<file path="src/rtl/fa3_pkg.sv">
package fa3_pkg;
  typedef enum logic [3:0] {
    OP_ADD  = 4'd0,
    OP_SUB  = 4'd1,
    OP_AND  = 4'd2,
    OP_OR   = 4'd3,
    OP_XOR  = 4'd4,
    OP_SHL  = 4'd5,
    OP_SHR  = 4'd6,
    OP_SAR  = 4'd7,
    OP_CMP  = 4'd8,
    OP_BR   = 4'd9,
    OP_AGEN = 4'd10
  } op_e;

  typedef enum logic [2:0] {
    CC_EQ, CC_NE, CC_LT, CC_GE, CC_LTU, CC_GEU, CC_ALWAYS, CC_NEVER
  } cc_e;

  typedef struct packed {
    logic v;
    logic c;
    logic s;
    logic z;
  } flags_t;
endpackage

</file>
<file path="src/rtl/fa3_alu_stage.sv">
module fa3_alu_stage
  import fa3_pkg::*;
#(
  parameter int WIDTH = 32
) (
  input  op_e              op_i,
  input  logic [WIDTH-1:0] opa_i,
  input  logic [WIDTH-1:0] opb_i,
  output logic [WIDTH-1:0] res_o,
  output flags_t           flags_o
);
  localparam int SHW = $clog2(WIDTH);
  localparam int MSB = WIDTH - 1;

  logic [WIDTH:0]   sum, dif;
  logic [SHW-1:0]   sh;
  logic [WIDTH-1:0] fsrc;
  logic             add_ovf, sub_ovf;

  assign sum     = {1'b0, opa_i} + {1'b0, opb_i};
  assign dif     = {1'b0, opa_i} - {1'b0, opb_i};
  assign sh      = opb_i[SHW-1:0];
  assign add_ovf = (opa_i[MSB] == opb_i[MSB]) && (sum[MSB] != opa_i[MSB]);
  assign sub_ovf = (opa_i[MSB] != opb_i[MSB]) && (dif[MSB] != opa_i[MSB]);


  always_comb begin
    res_o     = sum[WIDTH-1:0];
    fsrc      = sum[WIDTH-1:0];
    flags_o.c = sum[WIDTH];
    flags_o.v = add_ovf;
    unique case (op_i)
      OP_SUB: begin
        res_o = dif[WIDTH-1:0]; fsrc = dif[WIDTH-1:0];
        flags_o.c = dif[WIDTH]; flags_o.v = sub_ovf;
      end
      OP_CMP: begin
        res_o = opa_i; fsrc = dif[WIDTH-1:0];
        flags_o.c = dif[WIDTH]; flags_o.v = sub_ovf;
      end
      OP_AND, OP_OR, OP_XOR, OP_SHL, OP_SHR, OP_SAR: begin
        unique case (op_i)
          OP_AND:  res_o = opa_i & opb_i;
          OP_OR:   res_o = opa_i | opb_i;
          OP_XOR:  res_o = opa_i ^ opb_i;
          OP_SHL:  res_o = opa_i << sh;
          OP_SHR:  res_o = opa_i >> sh;
          default: res_o = WIDTH'($signed(opa_i) >>> sh);
        endcase
        fsrc = res_o; flags_o.c = 1'b0; flags_o.v = 1'b0;
      end
      default: ;
    endcase
    flags_o.z = (fsrc == '0);
    flags_o.s = fsrc[MSB];
  end
endmodule

</file>
<file path="src/rtl/fa3_cond_eval.sv">
module fa3_cond_eval
  import fa3_pkg::*;
(
  input  cc_e    cc_i,
  input  flags_t fl_i,
  output logic   hit_o
);

  always_comb begin
    unique case (cc_i)
      CC_EQ:     hit_o = fl_i.z;
      CC_NE:     hit_o = !fl_i.z;
      CC_LT:     hit_o = fl_i.s ^ fl_i.v;
      CC_GE:     hit_o = !(fl_i.s ^ fl_i.v);
      CC_LTU:    hit_o = fl_i.c;
      CC_GEU:    hit_o = !fl_i.c;
      CC_ALWAYS: hit_o = 1'b1;
      default:   hit_o = 1'b0;
    endcase
  end
endmodule

</file>
<file path="src/rtl/fused_alu3.sv">
module fused_alu3
  import fa3_pkg::*;
#(
  parameter int WIDTH = 32
) (
  input  logic             clk_i,
  input  logic             rst_ni,
  input  logic             valid_i,
  input  logic             fused_i,
  input  logic             head_live_i,
  input  logic [3:0]       head_op_i,
  input  logic [3:0]       tail_op_i,
  input  logic [2:0]       cond_i,
  input  logic [WIDTH-1:0] src_a_i,
  input  logic [WIDTH-1:0] src_b_i,
  input  logic [WIDTH-1:0] src_c_i,
  output logic             valid_o,
  output logic [WIDTH-1:0] result_o,
  output logic [WIDTH-1:0] head_res_o,
  output logic             head_valid_o,
  output logic [3:0]       flags_o,
  output logic             taken_o
);
  op_e              hop, top, tstage_op;
  logic [WIDTH-1:0] h_res, t_res, nxt_res;
  flags_t           h_fl, t_fl, nxt_fl;
  logic             tail_alu, cond_hit, nxt_taken;

  assign hop       = op_e'(head_op_i);
  assign top       = op_e'(tail_op_i);
  assign tail_alu  = fused_i && (tail_op_i <= 4'(OP_CMP));
  // address generation reuses the tail adder
  assign tstage_op = (tail_op_i <= 4'(OP_CMP)) ? top : OP_ADD;

  fa3_alu_stage #(.WIDTH(WIDTH)) u_head (
    .op_i(hop), .opa_i(src_a_i), .opb_i(src_b_i), .res_o(h_res), .flags_o(h_fl)
  );

  fa3_alu_stage #(.WIDTH(WIDTH)) u_tail (
    .op_i(tstage_op), .opa_i(h_res), .opb_i(src_c_i), .res_o(t_res), .flags_o(t_fl)
  );

  fa3_cond_eval u_cond (
    .cc_i(cc_e'(cond_i)), .fl_i(h_fl), .hit_o(cond_hit)
  );


  always_comb begin
    nxt_res   = h_res;
    nxt_fl    = h_fl;
    nxt_taken = 1'b0;
    if (tail_alu) begin
      nxt_res = t_res;
      nxt_fl  = t_fl;
    end else if (fused_i && top == OP_AGEN) begin
      nxt_res = t_res;
    end else if (fused_i && top == OP_BR) begin
      nxt_taken = cond_hit;
    end
  end


  always_ff @(posedge clk_i or negedge rst_ni) begin
    if (!rst_ni) begin
      valid_o      <= 1'b0;
      result_o     <= '0;
      head_res_o   <= '0;
      head_valid_o <= 1'b0;
      flags_o      <= '0;
      taken_o      <= 1'b0;
    end else if (valid_i) begin
      valid_o      <= 1'b1;
      result_o     <= nxt_res;
      head_res_o   <= h_res;
      head_valid_o <= fused_i && head_live_i;
      flags_o      <= nxt_fl;
      taken_o      <= nxt_taken;
    end else begin
      valid_o      <= 1'b0;
      result_o     <= '0;
      head_res_o   <= '0;
      head_valid_o <= 1'b0;
      flags_o      <= '0;
      taken_o      <= 1'b0;
    end
  end

  p_head_single_cycle_r4: assert property (@(posedge clk_i) disable iff (!rst_ni)
    valid_i |-> head_op_i <= 4'(OP_CMP));

  p_valid_follow_r2: assert property (@(posedge clk_i) disable iff (!rst_ni)
    valid_i |=> valid_o);

  p_idle_quiet_r2: assert property (@(posedge clk_i) disable iff (!rst_ni)
    !valid_o |-> (result_o == '0 && flags_o == '0 && !taken_o && !head_valid_o));

  p_unfused_side_r3: assert property (@(posedge clk_i) disable iff (!rst_ni)
    (valid_i && !fused_i) |=> (!head_valid_o && !taken_o));

  p_branch_passes_head_r9: assert property (@(posedge clk_i) disable iff (!rst_ni)
    (valid_i && fused_i && tail_op_i == 4'(OP_BR)) |=> (result_o == head_res_o));

  p_taken_only_branch_r9: assert property (@(posedge clk_i) disable iff (!rst_ni)
    (valid_i && !(fused_i && tail_op_i == 4'(OP_BR))) |=> !taken_o);
endmodule

</file>
<file path="config.mk">
export PLATFORM = sky130hd
export DESIGN_NAME = fused_alu3
export DESIGN_NICKNAME = d
export VERILOG_FILES = /design/src/rtl/fa3_pkg.sv /design/src/rtl/fa3_alu_stage.sv /design/src/rtl/fa3_cond_eval.sv /design/src/rtl/fused_alu3.sv
export SDC_FILE = /design/constraint.sdc
export NUM_CORES = 1
export LEC_CHECK = 0
export ABC_AREA = 1
export BUFFER_PORTS_ARGS = -buffer_cell sky130_fd_sc_hd__buf_2
export CAP_MARGIN = 5
export CELL_PAD_IN_SITES_DETAIL_PLACEMENT = 0
export CELL_PAD_IN_SITES_GLOBAL_PLACEMENT = 2
export CORE_MARGIN = 2
export CORE_UTILIZATION = 32
export CTS_CLUSTER_DIAMETER = 40
export DETAILED_ROUTE_END_ITERATION = 6
export PLACE_DENSITY_LB_ADDON = 0.15
export SETUP_SLACK_MARGIN = 0.02
export SYNTH_ARGS = -nofsm -noshare
export SYNTH_HDL_FRONTEND = slang
export SYNTH_SLANG_ARGS = --single-unit
export TNS_END_PERCENT = 5
</file>
<file path="constraint.sdc">
create_clock -name clk_i -period 0.8 [get_ports clk_i]
set_input_delay 0.08 -clock clk_i [delete_from_list [all_inputs] [get_ports clk_i]]
set_output_delay 0.08 -clock clk_i [all_outputs]
set_load 0.01 [all_outputs]
</file>
==> run_results.csv <==
group,metric,value,unit
critical_path,path_class,"primary input to register",
job,maxCapViolCount,0,
pwr,seq_power_share,7.5,%
pwr,cellLeakagePower,21.6,nW
critical_path,cp-end-kind,"register",
pwr,p_switching,28.7,mW
yosys,ys.flop_type,"dfrtp_1",
timing,fin_crit_sh,606,%
timing,slew_headroom,41.8,%
critical_path,cp.required,1.09,ns
yosys,yosysUniqueCellTypes,71,
pwr,powerDensity,1340,nW/um2
timing,timing.setup.tns,-176.88,ns
yosys,synth_largest_area_cell,"nand3_1",
yosys,syn_area,23900,um2
clocking,cts_root_buf,"clkbuf_16",
global_route,antenna_found_initial,7,
floorplanning,core_area,74100,um2
timing,tightest_slew,0.874,ns
floorplanning,rows,100,
pwr,p_clk_share,7.6,%
pwr,p_int,26.6,mW
finish,regArea,1780,um2
timing,setup_viol,140,
hold_path,min-delay-path-class,"primary input to register",
yosys,ys_seq_area_share,7.45,%
finish,multiInputGateArea,22000,um2
finish,area_growth,72.5,%
yosys,netlist_instances,4441,
finish,finalNetCount,6282,
floorplanning,dieWidth,277,um
route,drtIter0Drc,5522,
placement,portBuffers,182,
timing,min_period,4.85,ns
route,drt-pass1-iter-count,6,
clocking,cts_buffers,9,
yosys,synth-edff-count,0,
timing,rsz0062_at_grt,"yes",
critical_path,cp_common_cell,"nor2_1",
finish,final_cell_mix,"1454 x buf_4, 1088 x nand2_1, 859 x nand3_1",
critical_path,slowest_stage,"ha_4",
pwr,combPwrFrac,84.8,%
yosys,ys_warn_count,0,
yosys,synth_nets,4756,
global_route,grt_pass1_wl,242000,um
clocking,clkSlewWorstSetupHoldPaths,0.09,ns
global_route,grt_max_degree,73,
critical_path,crit_path_max_incr_delay,0.31,ns
timing,finalHoldViolCount,0,
timing,whs,0.133,ns
floorplanning,die_area,76800,um2
pwr,vdd_drop_max,1.10,mV
yosys,synth_area_leaders,"nand3_1 20%, nand2_1 19%, ha_1 10%, inv_1 8.1%, dfrtp_1 7.4%",
finish,final_layout_size_suffix_gt1_share,41.5,%
yosys,synth_top_area_share,19.9,%
status,failed_checks,"setup timing",
route,drt_wl_total,169000,um
route,wl_per_cell,24.4,um
global_route,grt_pass1_vias,36400,
status,outcome,"complete, but fails checks",
route,drc_errors,0,
yosys,syn_area_per_cell,5.37,um2
critical_path,arrival,5.14,ns
yosys,synth_async_sr_flop_share,100,%
critical_path,cp_max_fo,4,
global_route,overflow,0,
clocking,cts-htree-levels,3,
clocking,cts_max_path_buffers,2,
global_route,track_usage,42.3,%
finish,fill_cells,7725,
yosys,synth-seq-cells,71,
route,num_vias,38600,
finish,final_common_cell,"buf_4",
floorplanning,die_y,277,um
placement,routabilityCongestion,1.05,
critical_path,start_kind,"primary input",
timing,report.final.slew_viol_count,0,
timing,fmax,206,MHz
floorplanning,initial_utilization,32.2,%
timing,final.setup.worst_slack,-4.05,ns
pwr,switching_share,51.9,%
route,via_per_inst,5.56,
clocking,cts_tree,"done",
floorplanning,ios,183,
placement,place_hpwl,138000,um
route,ant_nets,0,
clocking,cts_sinks,71,
==> worst paths after layout <==
path                             from                     end  cells past startpoint
max                        src_a_i[6]    flags_o[0]$_DFF_PN0_                     42
min                         cond_i[0]       taken_o$_DFF_PN0_                      5
max in group asynchronous      rst_ni   result_o[2]$_DFF_PN0_                      3
min in group asynchronous      rst_ni  result_o[17]$_DFF_PN0_                      3
==> cells by family after synthesis <==
| kind of cell | synth area share (%) |
|---|---|
| AND/OR/NAND/NOR | 50.7 |
| AO/OA/AOI/OAI | 15.4 |
| buffers and inverters | 13.4 |
| adder cells (fa/ha/maj) | 10.8 |
| XOR/XNOR | 2.31 |
| flip-flops | 7.45 |
==> critical path, delay by kind of cell <==
kind / cells / cell delay [ns]
buffers and inverters: 11 / 1.42
adders and majority gates: 2 / 0.55
AOI/OAI and AO/OA: 5 / 0.54
and+or+nand+nor: 23 / 2.45
xor gates and xnor gates: 1 / 0.08
==> layer usage <==
| metal | wire length, um | vias up | global-route usage [%] |
|---|---|---|---|
| met5 | 0 | - | 0 |
| met4 | 5460 | 0 | 9.87 |
| met3 | 19800 | 279 | 8.81 |
| met2 | 66300 | 2189 | 60.1 |
| met1 | 77800 | 18300 | 63.9 |
| li1 | - | 17900 | - |
==> cell type report <==
type	count	area share, %
multi-input cells	3595	53.4
inverters	545	5.22
clock inverters	6	0.106
repair buffers	1745	33.4
well taps	969	2.95
diodes	1	0.00608
clock buffers	10	0.581
flip-flops and latches	71	4.32
==> power groups by stage <==
stage                     Sequential [mW]  Combinational, mW  Clock [mW]
after floorplan                      4.48               17.0           0
after global placement               4.23               39.5           0
after detailed placement             4.24               39.4           0
after CTS                            4.17               43.9        4.28
after global routing                 4.21               49.4        4.40
final                                4.17               46.9        4.22
==> registers in the layout (all words and copies together) (netlist names) <==
signal        cells
flags_o           4
head_res_o       32
head_valid_o      1
result_o         32
taken_o           1
valid_o           1
==> what timing repair did <==
item	in CTS	in global routing
hold buffers	3	0
cloned	7	4
pin swaps	146	88
endpoints found under the setup margin	140	140
resized for setup	613	249
setup buffers	125	24
endpoints found under the hold margin	73	0
==> synth_stat cells (59+ instances only) <==
library cell,instances
clkbuf_1,74
nand3_1,950
buf_2,80
ha_1,199
xor2_1,59
nand2_1,1227
nor2_1,317
inv_1,514
nand4_1,73
a21oi_1,230
o21ai_0,162
dfrtp_1,71
==> through the flow <==
stage	cell area [um2]	total power, mW	cells	utilization (%)	worst slack [ns]
2_1_floorplan	24200	21.5	4441	-	-3.41
3_5_place_dp	36200	43.6	6769	48.8	-4.91
5_1_grt	41200	58.0	6942	55.6	-4.22
3_3_place_gp	36200	43.8	6769	48.8	-4.90
6_report	41200	55.3	6942	55.6	-4.05
4_1_cts	39900	52.3	6914	53.9	-3.90
(Power assumes the default switching activity.)
